[config.mk]
export PLATFORM = sky130hd
export DESIGN_NAME = mdio_mgmt_ctrl
export DESIGN_NICKNAME = d
export VERILOG_FILES = /design/src/rtl/mdio_mgmt_pkg.sv /design/src/rtl/mdio_mdc_gen.sv /design/src/rtl/mdio_frame_engine.sv /design/src/rtl/mdio_host_regs.sv /design/src/rtl/mdio_mgmt_ctrl.sv
export SDC_FILE = /design/constraint.sdc
export NUM_CORES = 1
export LEC_CHECK = 0
export BUFFER_PORTS_ARGS = -buffer_cell sky130_fd_sc_hd__buf_4
export CORE_MARGIN = 2
export CORE_UTILIZATION = 35
export CTS_CLUSTER_DIAMETER = 60
export DETAILED_ROUTE_END_ITERATION = 10
export SYNTH_ARGS = -nofsm -noshare
export SYNTH_HDL_FRONTEND = slang
export SYNTH_SLANG_ARGS = --single-unit
[constraint.sdc]
create_clock -name clk -period 2.7 [get_ports clk]
set_input_delay 0.27 -clock clk [delete_from_list [all_inputs] [get_ports clk]]
set_output_delay 0.27 -clock clk [all_outputs]
set_load 0.02 [all_outputs]
[src/rtl/mdio_mgmt_pkg.sv]
package mdio_mgmt_pkg;
  localparam int PREAMBLE_BITS = 32;
  localparam int FRAME_W       = 32;
  localparam int DATA_W        = 16;
  localparam int TOTAL_BITS    = PREAMBLE_BITS + FRAME_W;
  localparam int IDX_W         = $clog2(TOTAL_BITS);
  localparam int FRAME_PW      = $clog2(FRAME_W);
  localparam int TA_POS        = PREAMBLE_BITS + 14;
  localparam int DATA_POS      = PREAMBLE_BITS + 16;
  localparam int MIN_HALF      = 4;
  localparam int DIV_SEL_W     = 2;
  localparam int DIV_CNT_W     = $clog2(MIN_HALF << 3) + 1;
  localparam int REG_AW        = 2;

  typedef enum logic [REG_AW-1:0] {
    RA_CTRL = 2'd0,
    RA_CFG  = 2'd1,
    RA_STAT = 2'd2,
    RA_WORD = 2'd3
  } reg_addr_e;

  localparam logic [1:0] ST_CL22  = 2'b01;
  localparam logic [1:0] OP_RD    = 2'b10;
  localparam logic [1:0] OP_WR    = 2'b01;
  localparam logic [1:0] TA_DRIVE = 2'b10;

  // Divider select ladder by system clock frequency
  function automatic logic [DIV_SEL_W-1:0] pick_div_sel(input int unsigned hz);
    if (hz > 32'd80_000_000) return 2'd3;
    else if (hz > 32'd40_000_000) return 2'd2;
    else if (hz > 32'd20_000_000) return 2'd1;
    else return 2'd0;
  endfunction

  // System clocks per MDC half period
  function automatic logic [DIV_CNT_W-1:0] half_period(input logic [DIV_SEL_W-1:0] sel);
    return DIV_CNT_W'(MIN_HALF) << sel;
  endfunction

  function automatic logic word_valid(input logic [FRAME_W-1:0] w);
    return (w[31:30] == ST_CL22) && ((w[29:28] == OP_RD) || (w[29:28] == OP_WR));
  endfunction

  function automatic logic [FRAME_W-1:0] build_frame(input logic [FRAME_W-1:0] w,
                                                     input logic rd);
    if (rd) return w;
    return {w[31:18], TA_DRIVE, w[15:0]};
  endfunction

  function automatic logic frame_bit(input logic [FRAME_W-1:0] tx,
                                     input logic [IDX_W-1:0] idx);
    logic [IDX_W-1:0] p;
    if (idx < IDX_W'(PREAMBLE_BITS)) return 1'b1;
    p = IDX_W'(TOTAL_BITS - 1) - idx;
    return tx[p[FRAME_PW-1:0]];
  endfunction

  function automatic logic drive_bit(input logic rd, input logic [IDX_W-1:0] idx);
    return !(rd && (idx >= IDX_W'(TA_POS)));
  endfunction
endpackage

[src/rtl/mdio_mdc_gen.sv]
module mdio_mdc_gen
  import mdio_mgmt_pkg::*;
(
  input  logic                 clk,
  input  logic                 rst_n,
  input  logic                 run,
  input  logic [DIV_SEL_W-1:0] sel,
  output logic                 mdc,
  output logic                 rise_evt,
  output logic                 fall_evt
);
  logic [DIV_CNT_W-1:0] cnt;
  logic                 tick;

  assign tick     = run && (cnt == half_period(sel) - DIV_CNT_W'(1));
  assign rise_evt = tick && !mdc;
  assign fall_evt = tick && mdc;

  always_ff @(posedge clk or negedge rst_n) begin
    if (!rst_n) begin
      cnt <= '0;
      mdc <= 1'b0;
    end else if (!run) begin
      cnt <= '0;
      mdc <= 1'b0;
    end else if (tick) begin
      cnt <= '0;
      mdc <= ~mdc;
    end else begin
      cnt <= cnt + DIV_CNT_W'(1);
    end
  end
endmodule

[src/rtl/mdio_frame_engine.sv]
module mdio_frame_engine
  import mdio_mgmt_pkg::*;
(
  input  logic               clk,
  input  logic               rst_n,
  input  logic               start,
  input  logic               abort,
  input  logic [FRAME_W-1:0] word_in,
  input  logic               rd_in,
  input  logic               rise_evt,
  input  logic               fall_evt,
  input  logic               mdio_in,
  output logic               busy,
  output logic               mdio_out,
  output logic               mdio_oe,
  output logic [IDX_W-1:0]   bit_idx,
  output logic               rd_q,
  output logic               frame_end,
  output logic [DATA_W-1:0]  rd_data
);
  logic [FRAME_W-1:0] tx_q;
  logic               last_bit;
  logic [IDX_W-1:0]   nxt_idx;
  logic               sample_now;

  assign last_bit   = (bit_idx == IDX_W'(TOTAL_BITS - 1));
  assign nxt_idx    = bit_idx + IDX_W'(1);
  assign frame_end  = busy && !abort && fall_evt && last_bit;
  assign sample_now = busy && !abort && rise_evt && rd_q && (bit_idx >= IDX_W'(DATA_POS));

  always_ff @(posedge clk or negedge rst_n) begin
    if (!rst_n) begin
      busy     <= 1'b0;
      mdio_out <= 1'b0;
      mdio_oe  <= 1'b0;
      bit_idx  <= '0;
      rd_q     <= 1'b0;
      tx_q     <= '0;
    end else if (abort) begin
      busy     <= 1'b0;
      mdio_out <= 1'b0;
      mdio_oe  <= 1'b0;
    end else if (start && !busy) begin
      busy     <= 1'b1;
      bit_idx  <= '0;
      rd_q     <= rd_in;
      tx_q     <= build_frame(word_in, rd_in);
      mdio_out <= 1'b1;
      mdio_oe  <= 1'b1;
    end else if (busy && fall_evt) begin
      if (last_bit) begin
        busy     <= 1'b0;
        mdio_out <= 1'b0;
        mdio_oe  <= 1'b0;
      end else begin
        bit_idx  <= nxt_idx;
        mdio_out <= frame_bit(tx_q, nxt_idx) && drive_bit(rd_q, nxt_idx);
        mdio_oe  <= drive_bit(rd_q, nxt_idx);
      end
    end
  end

  always_ff @(posedge clk or negedge rst_n) begin
    if (!rst_n) rd_data <= '0;
    else if (start && !busy && !abort) rd_data <= '0;
    else if (sample_now) rd_data <= {rd_data[DATA_W-2:0], mdio_in};
  end
endmodule

[src/rtl/mdio_host_regs.sv]
module mdio_host_regs
  import mdio_mgmt_pkg::*;
#(
  parameter logic [DIV_SEL_W-1:0] DEFAULT_SEL = 2'd0
) (
  input  logic                 clk,
  input  logic                 rst_n,
  input  logic [REG_AW-1:0]    host_addr,
  input  logic                 host_wr_en,
  input  logic [FRAME_W-1:0]   host_wdata,
  output logic [FRAME_W-1:0]   host_rdata,
  input  logic                 busy,
  input  logic                 frame_end,
  input  logic                 rd_done,
  input  logic [DATA_W-1:0]    rd_data,
  output logic                 ctrl_en,
  output logic [DIV_SEL_W-1:0] div_sel,
  output logic                 start_req,
  output logic                 start_rd,
  output logic [FRAME_W-1:0]   word_q
);
  logic word_wr;

  assign word_wr   = host_wr_en && (host_addr == RA_WORD) && !busy;
  assign start_req = word_wr && ctrl_en && word_valid(host_wdata);
  assign start_rd  = (host_wdata[29:28] == OP_RD);

  always_ff @(posedge clk or negedge rst_n) begin
    if (!rst_n) begin
      ctrl_en <= 1'b0;
      div_sel <= DEFAULT_SEL;
      word_q  <= '0;
    end else begin
      if (host_wr_en && host_addr == RA_CTRL) ctrl_en <= host_wdata[0];
      if (host_wr_en && host_addr == RA_CFG)  div_sel <= host_wdata[DIV_SEL_W-1:0];
      if (word_wr)
        word_q <= host_wdata;
      else if (frame_end && rd_done)
        word_q[DATA_W-1:0] <= rd_data;
    end
  end

  always_comb begin
    host_rdata = '0;
    case (host_addr)
      RA_CTRL: host_rdata[0] = ctrl_en;
      RA_CFG:  host_rdata[DIV_SEL_W-1:0] = div_sel;
      RA_STAT: host_rdata[0] = !busy;
      default: host_rdata = word_q;
    endcase
  end
endmodule

[src/rtl/mdio_mgmt_ctrl.sv]
module mdio_mgmt_ctrl
  import mdio_mgmt_pkg::*;
#(
  parameter int unsigned SYS_CLK_HZ = 50_000_000
) (
  input  logic              clk,
  input  logic              rst_n,
  input  logic [1:0]        host_addr,
  input  logic              host_wr_en,
  input  logic [31:0]       host_wdata,
  output logic [31:0]       host_rdata,
  output logic              mdc,
  output logic              mdio_out,
  output logic              mdio_oe,
  input  logic              mdio_in
);
  localparam logic [DIV_SEL_W-1:0] DEFAULT_SEL = pick_div_sel(SYS_CLK_HZ);

  logic                 ctrl_en;
  logic [DIV_SEL_W-1:0] div_sel;
  logic [DIV_SEL_W-1:0] run_sel;
  logic                 start_req;
  logic                 start_rd;
  logic [FRAME_W-1:0]   word_q;
  logic                 busy;
  logic                 rise_evt;
  logic                 fall_evt;
  logic [IDX_W-1:0]     bit_idx;
  logic                 rd_active;
  logic                 frame_end;
  logic [DATA_W-1:0]    rd_data;

  always_ff @(posedge clk or negedge rst_n) begin
    if (!rst_n) run_sel <= DEFAULT_SEL;
    else if (start_req) run_sel <= div_sel;
  end

  mdio_host_regs #(.DEFAULT_SEL(DEFAULT_SEL)) u_regs (
    .clk(clk), .rst_n(rst_n),
    .host_addr(host_addr), .host_wr_en(host_wr_en),
    .host_wdata(host_wdata), .host_rdata(host_rdata),
    .busy(busy), .frame_end(frame_end), .rd_done(rd_active), .rd_data(rd_data),
    .ctrl_en(ctrl_en), .div_sel(div_sel),
    .start_req(start_req), .start_rd(start_rd), .word_q(word_q)
  );

  mdio_mdc_gen u_mdc (
    .clk(clk), .rst_n(rst_n),
    .run(busy && ctrl_en), .sel(run_sel),
    .mdc(mdc), .rise_evt(rise_evt), .fall_evt(fall_evt)
  );

  mdio_frame_engine u_eng (
    .clk(clk), .rst_n(rst_n),
    .start(start_req), .abort(!ctrl_en),
    .word_in(host_wdata), .rd_in(start_rd),
    .rise_evt(rise_evt), .fall_evt(fall_evt), .mdio_in(mdio_in),
    .busy(busy), .mdio_out(mdio_out), .mdio_oe(mdio_oe),
    .bit_idx(bit_idx), .rd_q(rd_active),
    .frame_end(frame_end), .rd_data(rd_data)
  );
endmodule

# Word level (Yosys, flattened, before mapping)
# Index checks and enable logic that the tools add are counted.
# totals
regBits	102
word_cells	115
out_inout_bits	35
in_bits	38
# classes
n_shift	1
n_eq_ne	12
add_sub_neg	4
n_lt_le_gt_ge	4
bitwise_logic	1
reduce_logical	35
mux	44
# ops
op	n
16-bit two-way mux	4
32-bit two-way mux	2
30-bit two-way mux	1
6-bit two-way mux	5
1-bit two-way mux	29
1-bit logical AND	22
6-bit by 1-bit adder with 6-bit output (second input constant)	2
6-bit greater-or-equal comparator (second input constant)	2
2-bit by 1-bit == test with 1-bit output (second input constant)	3
2-bit == test (second input constant)	3
6-bit == test	1
6-bit == test (second input constant)	1
5-bit by 6-bit less-than comparator with 1-bit output (second input constant)	1
6-bit less-than comparator (second input constant)	1
3-bit by 1-bit inequality test with 1-bit output (second input constant)	2
2-bit nonzero test	3
3-bit by 2-bit << shifter with 6-bit output (first input constant)	1
6-bit by 1-bit subtractor with 6-bit output (second input constant)	1
1-bit binary-select mux with 5-bit select	1
5-bit subtractor (first input constant)	1
2-bit inequality test (second input constant)	2
2-bit AND reduction	2
1-bit zero test	3
1-bit case mux with 3 select lines	1
7 further kinds	7

# Depth between registers and ports, before layout
# depth
word_depth	19
mapped_depth	9

# Modules after synthesis
# A second synthesis with hierarchy kept.
# hier_totals
hier_cells	479
hier_area_um2	5033.6
# modules_own_cells
module	area_each_um2	cells_per_inst	n_inst
mdio_frame_engine	2682.6	275	1
mdio_host_regs	1835.5	159	1
mdio_mdc_gen	431.7	39	1
mdio_mgmt_ctrl	83.8	6	1

# Worst setup path after synthesis
# OpenSTA, ideal clock, no wires.
# synth_path
path_kind	reg2reg
startpoint	register u_eng.bit_idx[0]
endpoint	register u_eng.mdio_out
setup_slack_ns	0.596
synth_period_minus_slack_ns	2.104
path_stages_with_launch	9
arrival_time_ns	1.974
n_path_buf	1
cell_sequence	dfrtp_1 -> ha_1 -> buf_1 -> mux4_2 -> nor2b_1 -> a211oi_1 -> a21oi_1 -> nor2_1 -> o31ai_1
# synth_between
elab_chain_cells	17
# synth_lines
item	line	source
start, declared	mdio_frame_engine.sv:16	output logic [IDX_W-1:0] bit_idx,
start signal, assigned	mdio_frame_engine.sv:56	bit_idx <= nxt_idx;
branches (longest 13 deep; another with 6-bit by 1-bit adder with 6-bit output)	--	
1-bit two-way mux *	mdio_frame_engine.sv:51	if (last_bit) begin
1-bit two-way mux *	mdio_frame_engine.sv:50	end else if (busy && fall_evt) begin
1-bit two-way mux *	mdio_frame_engine.sv:43	end else if (start && !busy) begin
1-bit two-way mux *	mdio_frame_engine.sv:39	end else if (abort) begin
end signal, assigned	mdio_frame_engine.sv:57	mdio_out <= frame_bit(tx_q, nxt_idx) && drive_bit(rd_q, nxt_idx);
end, declared	mdio_frame_engine.sv:14	output logic mdio_out,
# Mark *: on every way between the ends. The select of a mux whose other input is x is not followed.
# A chain may end at the register's enable or synchronous reset.

# Final worst setup path
# layout_path
startpoint	register u_mdc.cnt[3]
endpoint	register u_eng.bit_idx[5]
# layout_between
elab_chain_cells	6
# layout_lines
item	line	source
start, declared	mdio_mdc_gen.sv:12	logic [DIV_CNT_W-1:0] cnt;
start signal, assigned	mdio_mdc_gen.sv:30	cnt <= cnt + DIV_CNT_W'(1);
6-bit == test	mdio_mdc_gen.sv:15	assign tick = run && (cnt == half_period(sel) - DIV_CNT_W'(1));
1-bit logical AND	mdio_mdc_gen.sv:15	
1-bit logical AND	mdio_mdc_gen.sv:17	assign fall_evt = tick && mdc;
1-bit logical AND	mdio_frame_engine.sv:50	
2-bit nonzero test (no source line)	--	
3-bit AND reduction (no source line)	--	
# Every way passes these cells.

==> results.json <==
{
  "cts_num_sinks": 102,
  "yosysWarnings": 0,
  "min_period_ns": 2.36,
  "grt_pass1_vias": 3947,
  "reg2regPathDepth": 6,
  "critPathSlowestCell": "or4_1",
  "syn-cell-area_sq_mm": 0.00492,
  "cp.required_ns": 2.98,
  "critPathCaptureType": "flip-flop",
  "place_ws_ns": 0.360,
  "portBuffers": 72,
  "worstPathArrival_ns": 2.64,
  "fmax_mhz": 423,
  "most-common-layout-cells": "nand2_1, dfrtp_1, buf_4, and3_1, nand3_1",
  "postRouteAntennaNets": 0,
  "diodes": 0,
  "finalWorstSetupSlack_ns": 0.338,
  "ff2ff_setup_slack_ns": 0.34,
  "fin_nets": 638,
  "grt_use_met1_pct": 22.1,
  "worstPathMaxFanout": 10,
  "viasPerCell": 4.94,
  "min_to": "u_eng.rd_data[0]$_DFFE_PN0P_",
  "die_w_microns": 123,
  "synth-edff-count": 0,
  "busiest_layer": "met2",
  "synth_area_leaders": "dfrtp_1, nand2_1, mux2i_1",
  "ys_ff_latch": 102,
  "root_buffer": "clkbuf_16",
  "yosysUniqueCellTypes": 42,
  "setup_violations": 0,
  "fin_crit_sh_pct": 87.5,
  "hp-class": "in2reg",
  "irDropWorstVdd_v": 0.000359,
  "area_delta_synth_final_pct": 21.0,
  "rsz0062_at_grt": "no",
  "min_from": "mdio_in",
  "path_delay_family": "simple AND/OR/NAND/NOR gates",
  "overflow": 0,
  "routedWlPerCell_microns": 15.1,
  "power_density_mw_per_mm2": 686,
  "path_buf_inv": 0,
  "leakagePower_nw": 3.18,
  "synth_ff_type": "dfrtp_1",
  "io_pins": 73,
  "total_power_mw": 4.08,
  "hold_depth": 3,
  "path_clk_slew_ns": 0.07,
  "num_rows": 43,
  "cp_cell_sequence": "or4_1 -> o211ai_1 -> and4bb_1 -> nand4_2 -> nor4_1 -> a21o_1",
  "status": "complete, no violations",
  "routed-via-count": 3866,
  "antenna_found_initial": 0,
  "drtIter0Drc": 218,
  "met2_usage_pct": 28.2,
  "synth_nets": 576,
  "htreeDepth": 3,
  "tns_ns": 0,
  "die_y_microns": 123,
  "max-slew-margin-rel_pct": 55.9,
  "synth_top_cell_by_area": "dfrtp_1",
  "synth_top_area_share_pct": 50.9,
  "finalHoldViolations": 0,
  "drive_gt1_share_pct": 19.6,
  "cp-start-kind": "flip-flop",
  "worst_pin_slew_ns": 0.661,
  "gp_congestion": 0.769,
  "critical-path-max-stage-delay_ns": 0.54,
  "firstDrtPassIters": 5,
  "final_util_pct": 43.0,
  "grt_start_max_net_pins": 55,
  "holdBufCountCts": 1,
  "core_area_sq_mm": 0.0138,
  "synthCells": 535,
  "hold_ws_ns": 0.119,
  "r2r-start": "u_mdc.cnt[3]$_DFF_PN0_",
  "async_flop_share_pct": 100,
  "clkLatencyLatePin_ns": 0.35,
  "dp_hpwl_microns": 8320,
  "crit_type": "reg2reg",
  "grt_first_pass_wirelength_microns": 20000,
  "finClkSkew_ns": 0.00972,
  "avgSynthCellArea_sq_um": 9.19,
  "use_met3_pct": 2.51,
  "ctsResizeCount": 0,
  "slew_violations": 0,
  "clock_path_buffers": 2,
  "yosysSeqAreaShare_pct": 52.0,
  "initial_core_util_pct": 35.6,
  "final_common_cell": "nand2_1",
  "drv_cap": 0,
  "cts_setup_buffers": 0,
  "wl_microns": 11800,
  "dieArea_sq_mm": 0.0150,
  "cts_tree": "done",
  "track_usage_pct": 17.1,
  "post-route-drc-count": 0,
  "worstReg2RegEnd": "u_eng.bit_idx[5]$_DFFE_PN0P_",
  "cts_inserted_buffers": 9
}
## sequential cells by signal, summed over array words and instances, names as in the netlist, 2 cells and up
| register | count |
|---|---|
| u_eng.tx_q | 32 |
| u_regs.word_q | 32 |
| u_eng.rd_data | 16 |
| u_eng.bit_idx | 6 |
| u_mdc.cnt | 6 |
| run_sel | 2 |
| u_regs.div_sel | 2 |
## layer usage
| metal | vias up | part of all wire (%) | routed length, microns |
|---|---|---|---|
| met5 | - | 0 | 0 |
| met3 | 22 | 3.7 | 441 |
| li1 | 1899 | - | - |
| met2 | 83 | 49 | 5770 |
| met4 | 0 | 2.4 | 287 |
| met1 | 1862 | 45 | 5290 |
## Yosys cell counts, types with 3 or more instances
cell        n
nand2_1   197
dfrtp_1   100
and3_1     36
nand3_1    33
o21ai_0    26
mux2i_1    24
clkbuf_1   23
nor2_1     13
buf_2       8
mux4_2      8
inv_1       6
xnor2_1     6
xor2_1      5
and2_1      4
mux2_2      4
nand2b_1    4
ha_1        3
nor2b_1     3
## kinds of logic (layout without fill, tap and decap cells)
logic type               Yosys count  in the layout  synth area share [%]
AND/OR/NAND/NOR                  303            303                  27.6
flip-flops                       102            102                  52.0
buffers and inverters             41            108                  3.66
AO/OA/AOI/OAI                     39             39                  4.63
multiplexers                      36             36                  9.47
XOR/XNOR                          11             11                  1.96
adder cells (fa/ha/maj)            3              3                 0.763
## how the worst max path moves through the flow
stage,from,end,slack [ns],cells after the start
after CTS,u_mdc.cnt[3]$_DFF_PN0_,u_eng.mdio_out$_DFFE_PN0P_,0.34,6
after global placement,u_mdc.cnt[3]$_DFF_PN0_,u_eng.mdio_out$_DFFE_PN0P_,0.50,6
after global routing,u_mdc.cnt[3]$_DFF_PN0_,u_eng.bit_idx[3]$_DFFE_PN0P_,0.18,6
final,u_mdc.cnt[3]$_DFF_PN0_,u_eng.bit_idx[5]$_DFFE_PN0P_,0.34,6
after detailed placement,u_mdc.cnt[3]$_DFF_PN0_,u_eng.mdio_out$_DFFE_PN0P_,0.36,6
after floorplan,u_eng.bit_idx[0]$_DFFE_PN0P_,u_eng.mdio_out$_DFFE_PN0P_,0.60,8
## worst register-to-register path, stage by stage, from the launching register on
cell and delay [ns]:
dfrtp_1 0.46, or4_1 0.54, o211ai_1 0.11, and4bb_1 0.42, nand4_2 0.29, nor4_1 0.36
a21o_1 0.12
## report_power, final
group          total (mW)  leakage [nW]  switching (mW)  internal (mW)
clock                1.31         0.150           0.562          0.746
sequential           1.96          1.27           0.175           1.78
combinational       0.817          1.76           0.431          0.386
## final cells by class
cell class                 instances  area (sq um)
clock inverter                     5          57.6
multi-input combinational        392          2190
sequential                       102          2550
fill                            1329          7880
clock buffer                      11           243
inverter                           6          22.5
timing repair buffer              86           661
tap                              180           225
## through the flow
stage / area (sq um) / cells
detailed placement: 5640 / 765
floorplan: 4920 / 535
global placement: 5640 / 765
global route: 5950 / 782
finish: 5950 / 782
CTS: 5950 / 782
(Power assumes the default switching activity.)
